File: config.mk
export PLATFORM = sky130hd
export DESIGN_NAME = presettable_counter_chain
export DESIGN_NICKNAME = d
export VERILOG_FILES = /design/src/rtl/nibble_stage.sv /design/src/rtl/presettable_counter_chain.sv
export SDC_FILE = /design/constraint.sdc
export NUM_CORES = 1
export LEC_CHECK = 0
export BUFFER_PORTS_ARGS = -buffer_cell sky130_fd_sc_hd__buf_2
export CAP_MARGIN = 20
export CORE_MARGIN = 3
export CORE_UTILIZATION = 30
export DETAILED_ROUTE_END_ITERATION = 10
export GPL_TIMING_DRIVEN = 0
export PLACE_DENSITY = 0.63
export SLEW_MARGIN = 20
export SYNTH_ARGS = -nofsm -noshare
export SYNTH_HDL_FRONTEND = slang
export SYNTH_SLANG_ARGS = --single-unit
File: constraint.sdc
create_clock -name clk -period 1.7 [get_ports clk]
set_input_delay 0.34 -clock clk [delete_from_list [all_inputs] [get_ports clk]]
set_output_delay 0.34 -clock clk [all_outputs]
set_load 0.02 [all_outputs]
File: src/rtl/nibble_stage.sv
module nibble_stage #(
  parameter bit ASYNC_RESET = 1'b1
) (
  input  logic       clk,
  input  logic       rst_n,
  input  logic       load_n,
  input  logic       en_p,
  input  logic       en_t,
  input  logic [3:0] d,
  output logic [3:0] q,
  output logic       rco
);
  logic [3:0] q_next;

  assign q_next = !load_n        ? d :
                  (en_p && en_t) ? q + 4'd1 : q;
  assign rco    = en_t && (q == 4'hF);

  generate
    if (ASYNC_RESET) begin : g_async
      always_ff @(posedge clk or negedge rst_n)
        if (!rst_n) q <= '0;
        else        q <= q_next;
    end else begin : g_sync
      always_ff @(posedge clk)
        if (!rst_n) q <= '0;
        else        q <= q_next;
    end
  endgenerate
endmodule

File: src/rtl/presettable_counter_chain.sv
module presettable_counter_chain #(
  parameter int STAGES      = 2,
  parameter bit ASYNC_RESET = 1'b1,
  localparam int W          = 4 * STAGES
) (
  input  logic         clk,
  input  logic         rst_n,
  input  logic         load_n,
  input  logic         en_par,
  input  logic         en_chain,
  input  logic [W-1:0] preset,
  output logic [W-1:0] count,
  output logic         carry_out
);
  logic [STAGES:0] carry;

  assign carry[0]  = en_chain;
  assign carry_out = carry[STAGES];

  generate
    for (genvar i = 0; i < STAGES; i++) begin : g_stage
      nibble_stage #(.ASYNC_RESET(ASYNC_RESET)) u_stage (
        .clk    (clk),
        .rst_n  (rst_n),
        .load_n (load_n),
        .en_p   (en_par),
        .en_t   (carry[i]),
        .d      (preset[4*i +: 4]),
        .q      (count[4*i +: 4]),
        .rco    (carry[i+1])
      );
    end
  endgenerate
endmodule

==> flow_summary_export.csv, run 1 <==
group,metric,value,unit
run_status,status,"complete, no violations",
placement,finalWeightedCongestion,0.718,
global_routing,grt_pass1_vias,372,
clock_network,clk_latency,0.25,ns
layout,final_cell_mix,"20 x buf_2, 9 x nor2_1, 8 x dfrtp_1",
routing,drt_iter0_drc,5,
layout,diodes,0,
logic_synthesis,synth_area_leaders,"dfrtp_1 44%, nor2_1 7.4%, a31oi_1 5.5%, ha_1 5.5%, a21oi_1 4.4%",
critical_path,crit_required,1.36,ns
routing,wl_per_cell,11.9,um
layout,drive_above_1_share,0.365,
layout,final_common_cell,"buf_2",
critical_path,critPathArrivalTime,1.21,ns
clock_network,cts_buffer_depth,2,
layout,synthToLayoutAreaGrowth,33.2,%
pwr,p_leak,0.000274,uW
global_routing,grt_max_degree,11,
timing,min_period,1.55,ns
logic_synthesis,seq_area_frac_synth,0.440,
clock_network,htree_num_levels,1,
floorplanning,die-area,0.00202,mm2
routing,via_per_inst,5.04,
floorplanning,die_w,45.0,um
floorplanning,rows,13,
pwr,powerDensity,852,mW/mm2
clock_network,post_cts_resized,0,
critical_path,critPathMaxFanout,5,
critical_path,crit_path_end_kind,"primary output",
timing,fin_skew,0.00270,ns
logic_synthesis,syn_nets,65,
clock_network,cts_buffers,3,
routing,postRouteAntennaNets,0,
routing,wl,1.06,mm
timing,hold_viol,0,
placement,place_hpwl,822,um
layout,reg_top3,"g_stage.u_stage.q (8)",
logic_synthesis,yosysTopAreaCell,"dfrtp_1",
timing,finalCritPeriodShare,0.913,
pwr,ir_drop,0.419,mV
logic_synthesis,synth.distinct_cells,19,
timing,worst_pin_slew,0.236,ns
timing,rsz0062_at_grt,"no",
timing,relSlewSlack,0.842,
placement,io_buffers,20,
global_routing,grt_pass1_wl,1.68,mm
clock_network,cts_root_buf,"clkbuf_4",
floorplanning,initial_core_util,0.333,
timing,setup_viol,0,
run,drv_cap,0,
pwr,p_total,517,uW
timing,fin_tns_setup,0,ns
layout,largest_reg_flops,8,
layout,top_register,"g_stage.u_stage.q",
layout,fill_cells,149,
clock_network,cts_tree,"done",
critical_path,critical_path_class,"flop to primary output",
routing,drc,0,
global_routing,antenna_found_initial,0,
routing,dr.pass1.iters,3,
logic_synthesis,ys_ff_latch,8,
floorplanning,core,0.00137,mm2
min_path,min_path_type,"primary input to flop",
logic_synthesis,synth_top_area_frac,0.440,
layout,multiInputGateArea,236,um2
clock_network,cts_sinks,8,
logic_synthesis,synth_edf_count,0,
logic_synthesis,ys_warn_count,0,
logic_synthesis,syn-cell-area,455,um2
logic_synthesis,avgSynthCellArea,9.11,um2
layout,regArea,200,um2
floorplanning,chipHeight,45.0,um
global_routing,grt-ovfl-total,0,
logic_synthesis,yosys_most_used_dff,"dfrtp_1",
timing,max_freq,0.644,GHz
logic_synthesis,synth_cells,50,
layout,final_nets,91,
routing,vias,449,
global_routing,track_usage,0.115,
logic_synthesis,synthArstFlopShare,1.00,
clock_network,path_clk_slew,0.05,ns
timing,maxSlewViolCount,0,
critical_path,start_kind,"flop",
floorplanning,ios,22,
## metal layers
layer  vias up  share of wire  GRT usage  wire length (um)
li1        238              -          -                 -
met2        17           0.42      0.169               445
met1       194           0.47      0.152               501
met4         0              0     0.0175                 0
met5         -              0          0                 0
met3         0           0.10     0.0598               111
## Yosys cell counts (2+ instances only)
library cell	instances
xor2_1	2
a21oi_1	4
a31oi_1	4
nor2_1	9
o21ai_0	4
ha_1	2
dfrtp_1	8
nand3_1	4
or3_1	2
nand4_1	2
## final cells by class
cell class | count | area share
Sequential cell | 8 | 0.330
Timing Repair Buffer | 21 | 0.181
Multi-Input combinational cell | 40 | 0.390
Buffer | 2 | 0.0309
Tap cell | 15 | 0.0309
Clock buffer | 3 | 0.0371
## path summary, 6_finish.rpt
kind | startpoint | end | slack [ns] | cells past startpoint
worst max-delay path | g_stage[1].u_stage.q[0] | carry_out | 0.15 | 4
worst min-delay path | preset[1] | g_stage[0].u_stage.q[1] | 0.33 | 3
worst max register to register | g_stage[0].u_stage.q[0] | g_stage[1].u_stage.q[0] | 0.19 | 4
worst min register to register | g_stage[1].u_stage.q[3] | g_stage[1].u_stage.q[3] | 0.59 | 2
max in group asynchronous | rst_n | g_stage[0].u_stage.q[1] | 1.06 | 2
min in group asynchronous | rst_n | g_stage[1].u_stage.q[1] | 0.46 | 2
## logic make-up after synthesis
| kind of cell | count (synthesis) | synth area share |
|---|---|---|
| XOR/XNOR | 2 | 0.0385 |
| flip-flops | 8 | 0.440 |
| multiplexers | 1 | 0.0220 |
| AO/OA/AOI/OAI | 14 | 0.176 |
| adder cells (fa/ha/maj) | 2 | 0.0549 |
| buffers and inverters | 2 | 0.0412 |
| AND/OR/NAND/NOR | 21 | 0.228 |
## critical path, cell delays in order, from the launching register on
cell	delay (ns)
dfrtp_1	0.41
ha_1	0.16
nand3_1	0.11
nor2_1	0.12
buf_2	0.17
## metrics by stage
stage / utilization / instance area [um2] / worst slack, ns / cells / hold WS, ns
detailed placement: 0.420 / 574 / 0.204 / 85 / 0.201
CTS: 0.444 / 607 / 0.134 / 89 / 0.325
global route: 0.444 / 607 / 0.0443 / 89 / 0.325
global placement: 0.420 / 574 / 0.241 / 85 / 0.193
finish: 0.444 / 607 / 0.147 / 89 / 0.328
floorplan: - / 455 / 0.189 / 50 / 0.0444
## report_power, final
group          total, uW  leakage [uW]  switching, uW  internal [uW]
Combinational        135      0.000171           78.9           56.6
Clock                145     0.0000138           63.8           80.7
Sequential           237     0.0000895           26.2            211
Total                517      0.000274            169            348
## what timing repair did
| action | CTS | global route |
|---|---|---|
| buffers inserted | 0 | 0 |
| hold buffers | 1 | 0 |
| hold endpoints to repair | 8 | 0 |
No activity file was read; power rests on OpenSTA's default activity.
==> inputs of run 2 (changes only) <==
Clock period 1.7 ns to 1.64 ns, I/O delays scaled along.
==> run 2 against run 1 <==
Effect of this change: sequential power is 4% higher; cell area rose by 1.2%; register-to-register slack got worse by 0.05 ns; count of clock-buffer cells in the layout did not move; combinational power up 7%; worst hold slack worse by 0.015 ns; routed wire length up 2.2%; global-route usage unchanged; sequential share of layout area decreased by 0.40 points; core utilization increased by 0.55 points; critical path type unchanged; critical endpoint unchanged.
==> flow_summary_export.csv, run 2 (synthesis gave the netlist of run 1 again) <==
group,metric,value,unit
timing,worst_pin_slew,0.237,ns
critical_path,critPathMaxFanout,5,
routing,drt_iter0_drc,5,
layout,reg_top3,"g_stage.u_stage.q (8)",
routing,drc,0,
layout,final_nets,92,
run,drv_cap,0,
global_routing,antenna_found_initial,0,
floorplanning,rows,13,
clock_network,cts_tree,"done",
placement,finalWeightedCongestion,0.718,
min_path,min_path_type,"primary input to flop",
clock_network,cts_buffers,3,
layout,largest_reg_flops,8,
routing,wl,1.08,mm
clock_network,path_clk_slew,0.06,ns
critical_path,start_kind,"flop",
placement,place_inst,85,
layout,top_register,"g_stage.u_stage.q",
routing,via_per_inst,5.03,
layout,drive_above_1_share,0.373,
critical_path,crit_chain,"ha_1 -> nand3_1 -> nor2_1 -> buf_2",
critical_path,crit_required,1.31,ns
routing,vias,453,
global_routing,met2_usage,0.169,
floorplanning,chipHeight,45.0,um
timing,fin_tns_setup,0,ns
global_routing,grt_pass1_wl,1.68,mm
layout,layout.cells.non_filler,90,
timing,rsz0062_at_grt,"no",
critical_path,slowest_delay,0.41,ns
critical_path,path_buf_inv,1,
critical_path,r2r_setup_slack,0.14,ns
timing,fin_skew,0.00390,ns
pwr,powerDensity,884,mW/mm2
timing,maxSlewViolCount,0,
timing,min_period,1.56,ns
pwr,p_leak,0.000279,uW
run_status,status,"complete, no violations",
layout,synthToLayoutAreaGrowth,34.9,%
global_routing,track_usage,0.115,
global_routing,grt.met1_usage,0.152,
placement,io_buffers,20,
timing,max_freq,0.640,GHz
floorplanning,die-area,0.00202,mm2
global_routing,met3_usage,0.0598,
critical_path,crit_family,"flip-flops",
critical_path,crit_path_end_kind,"primary output",
layout,diodes,0,
timing,finalCritPeriodShare,0.952,
routing,wl_per_cell,12.0,um
floorplanning,die_w,45.0,um
floorplanning,ios,22,
clock_network,post_cts_resized,0,
timing,relSlewSlack,0.842,
global_routing,grt-ovfl-total,0,
critical_path,critPathArrivalTime,1.23,ns
layout,final_util,0.450,
global_routing,grt_max_degree,11,
clock_network,cts_buffer_depth,2,
global_routing,top_usage_layer,"met2",
critical_path,cp_slowest_cell,"dfrtp_1",
layout,final_cell_mix,"20 x buf_2, 9 x nor2_1, 8 x dfrtp_1",
timing,setup_viol,0,
floorplanning,core,0.00137,mm2
clock_network,htree_num_levels,1,
floorplanning,initial_core_util,0.333,
critical_path,critical_path_class,"flop to primary output",
clock_network,clk_latency,0.26,ns
global_routing,grt_pass1_vias,372,
routing,postRouteAntennaNets,0,
routing,dr.pass1.iters,5,
pwr,ir_drop,0.445,mV
placement,place_hpwl,822,um
clock_network,cts_root_buf,"clkbuf_4",
layout,final_common_cell,"buf_2",
clock_network,cts_sinks,8,
timing,hold_viol,0,
-- run 2: repair_timing --
item,4_1_cts,5_1_grt
endpoints found under the hold margin,8,0
buffers inserted,0,1
hold buffers,1,0
endpoints found under the setup margin,0,1
-- run 2: through the flow --
stage | area (um2) | total power, uW | setup WS [ns] | hold WS, ns
after floorplan | 455 | 334 | 0.129 | 0.0324
after global placement | 574 | 387 | 0.181 | 0.181
after detailed placement | 574 | 390 | 0.144 | 0.189
after CTS | 607 | 548 | 0.0856 | 0.313
after global routing | 614 | 579 | 0.00964 | 0.313
final | 614 | 543 | 0.0787 | 0.313
-- run 2: area by class of cell --
type	instances	area, um2
clock buffers	3	22.5
repair buffers	22	118
fillers	149	752
plain buffers	2	18.8
multi-input cells	40	236
well taps	15	18.8
flip-flops and latches	8	200
-- run 2: report_power, final --
part	internal, uW	switching (uW)
logic	61.5	82.7
clock network	83.9	69.1
registers	219	27.2
-- run 2: path summary, 6_finish.rpt --
check,start,endpoint,cells after the start
worst max-delay path,g_stage[1].u_stage.q[0],carry_out,4
worst min-delay path,preset[1],g_stage[0].u_stage.q[1],3
worst max register to register,g_stage[0].u_stage.q[0],g_stage[1].u_stage.q[0],4
worst min register to register,g_stage[1].u_stage.q[3],g_stage[1].u_stage.q[3],2
max in group asynchronous,rst_n,g_stage[0].u_stage.q[1],2
min in group asynchronous,rst_n,g_stage[1].u_stage.q[1],2
-- run 2: metal layers --
layer / vias up / wire length, um
met1: 194 / 507
met4: 0 / 0
met3: 0 / 120
li1: 240 / -
met5: - / 0
met2: 19 / 454
-- run 2: worst min-delay path, stage by stage --
cell and delay, ns:
buf_2 0.07, nor2_1 0.03, a21oi_1 0.09
==> inputs of run 3 (changes only) <==
Settings changed: ABC_AREA set to 1, PLACE_DENSITY 0.63 to 0.61, SYNTH_HIERARCHICAL set to 1.
==> run 3 against run 2 <==
Effect of this change: critical path depth is 2 higher; synthesized cell count grew 52%; worst hold slack worse by 0.013 ns; clock skew is essentially flat; routed wire length grew 26%; critical endpoint unchanged; largest cell class unchanged.
==> flow_summary_export.csv, run 3 <==
group,metric,value,unit
pwr,switching_share,0.346,
floorplanning,die_w,48.4,um
logic_synthesis,syn-cell-area,541,um2
timing,finalCritPeriodShare,0.967,
logic_synthesis,synth_top_area_frac,0.370,
critical_path,rr_endpoint,"g_stage[1].u_stage/q[1]",
timing,maxSlewViolCount,0,
layout,reg_top3,"g_stage.u_stage/q (8)",
clock_network,clk_latency,0.25,ns
critical_path,critPathArrivalTime,1.26,ns
timing,setup_viol,0,
logic_synthesis,yosysTopAreaCell,"dfrtp_1",
layout,final_common_cell,"nand2_1",
layout,final_nets,125,
timing,relSlewSlack,0.834,
logic_synthesis,synth.distinct_cells,13,
pwr,power_frac_clock,0.236,
min_path,hold_depth,3,
placement,place_hpwl,1.02,mm
global_routing,antenna_found_initial,0,
floorplanning,core,0.00159,mm2
logic_synthesis,synth_most_common_cell,"nand2_1",
logic_synthesis,seq_area_frac_synth,0.370,
layout,drive_above_1_share,0.389,
routing,via_per_inst,4.48,
logic_synthesis,synth_area_leaders,"dfrtp_1 37%, nand2_1 18%, nand3_1 13%, ha_1 4.6%, inv_1 4.2%",
critical_path,timing.rr.start,"g_stage[0].u_stage/q[0]",
pwr,combPwrFrac,0.354,
clock_network,cts_tree,"done",
layout,final_cell_mix,"25 x nand2_1, 20 x buf_2, 14 x nand3_1, 7 x dfrtp_1, 7 x buf_4",
floorplanning,rows,14,
placement,finalWeightedCongestion,0.733,
global_routing,grt_pass1_vias,534,
layout,diodes,0,
floorplanning,initial_core_util,0.339,
floorplanning,die-area,0.00235,mm2
global_routing,grt-ovfl-total,0,
global_routing,grt_max_degree,15,
critical_path,crit_required,1.31,ns
routing,drt_iter0_drc,3,
logic_synthesis,synth_edf_count,0,
logic_synthesis,ys_warn_count,6,
critical_path,r2r_setup_slack,0.34,ns
run_status,status,"complete, no violations",
layout,top_register,"g_stage.u_stage/q",
routing,postRouteAntennaNets,0,
critical_path,reg2reg_depth,8,
layout,fill_cells,168,
logic_synthesis,syn_nets,91,
timing,max_freq,0.631,GHz
clock_network,htree_num_levels,1,
timing,fin_skew,0.00398,ns
pwr,internal_power,405,uW
clock_network,cts_buffer_depth,2,
clock_network,cts_root_buf,"clkbuf_4",
min_path,min_path_type,"primary input to flop",
logic_synthesis,yosys_most_used_dff,"dfrtp_1",
logic_synthesis,ys_ff_latch,8,
timing,fin_ws,0.0540,ns
min_path,hold_start,"preset[6]",
timing,hold_viol,0,
critical_path,start_kind,"flop",
floorplanning,chipHeight,48.4,um
critical_path,critical_path_class,"flop to primary output",
placement,place_ws,0.0498,ns
timing,fin_tns_setup,0,ns
routing,wl,1.36,mm
clock_network,cts_buffers,3,
routing,wl_per_cell,10.3,um
layout,largest_reg_flops,8,
timing,rsz0062_at_grt,"yes",
timing,min_period,1.59,ns
pwr,ir_drop,0.520,mV
routing,drc,0,
clock_network,path_clk_slew,0.05,ns
global_routing,track_usage,0.122,
logic_synthesis,synth_common_cells,"26 x nand2_1, 14 x nand3_1, 8 x dfrtp_1, 6 x inv_1, 6 x nor2_1",
run,drv_cap,0,
global_routing,grt_pass1_wl,2.29,mm
logic_synthesis,avgSynthCellArea,7.11,um2
placement,io_buffers,21,
min_path,min_to,"g_stage[1].u_stage/q[2]",
pwr,pwr-share-seq,0.410,
timing,worst_pin_slew,0.249,ns
clock_network,cts_sinks,8,
layout,synthToLayoutAreaGrowth,44.9,%
logic_synthesis,synthArstFlopShare,1.00,
logic_synthesis,synth_cells,76,
critical_path,crit_path_end_kind,"primary output",
routing,dr.pass1.iters,2,
floorplanning,ios,22,
pwr,powerDensity,790,mW/mm2
critical_path,critPathMaxFanout,2,
pwr,p_leak,0.000433,uW
routing,vias,592,
pwr,p_switching,214,uW
==> run 3: cell families (layout without fill, tap and decap cells) <==
logic type                 count (synthesis)  in the layout  synth area share
buffers and inverters                      8             40            0.0556
DFF                                        8              8             0.370
and+or+nand+nor                           54             54             0.481
adders and majority gates                  2              2            0.0463
AOI/OAI and AO/OA                          4              4            0.0463
==> run 3: per-stage QoR <==
| stage | hold WS (ns) | cell area, um2 | utilization | power (uW) | cells |
|---|---|---|---|---|---|
| after global placement | 0.180 | 678 | 0.425 | 434 | 121 |
| after floorplan | 0.0324 | 543 | - | 365 | 76 |
| after global routing | 0.312 | 783 | 0.491 | 673 | 132 |
| after CTS | 0.291 | 752 | 0.472 | 614 | 128 |
| final | 0.300 | 783 | 0.491 | 619 | 132 |
| after detailed placement | 0.182 | 678 | 0.425 | 437 | 121 |
==> run 3: worst max-delay path by stage <==
| stage | to | depth (start not counted) | from | slack (ns) |
|---|---|---|---|---|
| 2_1_floorplan | carry_out | 5 | g_stage[0].u_stage/q[0] | 0.03 |
| 3_3_place_gp | carry_out | 6 | g_stage[0].u_stage/q[0] | 0.06 |
| 3_5_place_dp | carry_out | 6 | g_stage[0].u_stage/q[0] | 0.05 |
| 4_1_cts | carry_out | 6 | g_stage[0].u_stage/q[0] | 0.007 |
| 5_1_grt | carry_out | 6 | g_stage[0].u_stage/q[0] | -0.01 |
| 6_report | carry_out | 6 | g_stage[0].u_stage/q[0] | 0.05 |
==> run 3: routing by layer <==
layer / up-vias / part of all wire / global-route usage
met5: - / 0 / 0
met4: 0 / 0 / 0.0142
met3: 0 / 0.057 / 0.0613
met2: 8 / 0.51 / 0.188
met1: 273 / 0.43 / 0.158
li1: 311 / - / -
==> run 3: cell type report <==
cell class	count	area [um2]	area share
well taps	24	30.0	0.0383
clock buffers	3	22.5	0.0288
flip-flops and latches	8	201	0.257
inverters	8	30.0	0.0383
multi-input cells	60	325	0.415
repair buffers	29	174	0.222
==> run 3: what timing repair did <==
item | CTS | global route
resized for setup | 6 | 1
hold buffers | 1 | 0
endpoints found under the hold margin | 8 | 0
setup buffers | 3 | 4
pin swaps | 4 | 2
setup endpoints to repair | 1 | 1
==> run 3: power groups by stage <==
stage	clock network, uW	registers, uW	logic (uW)
floorplan	0	288	77.1
global placement	0	262	172
detailed placement	0	263	174
CTS	156	253	204
global route	169	259	246
finish	146	254	219
==> run 3: critical path: stages (launching register included) <==
cell and delay, ns:
dfrtp_1 0.35, ha_2 0.19, nand2_2 0.07, nor2_4 0.12, nand2_1 0.06, nor2_2 0.09, buf_6 0.12
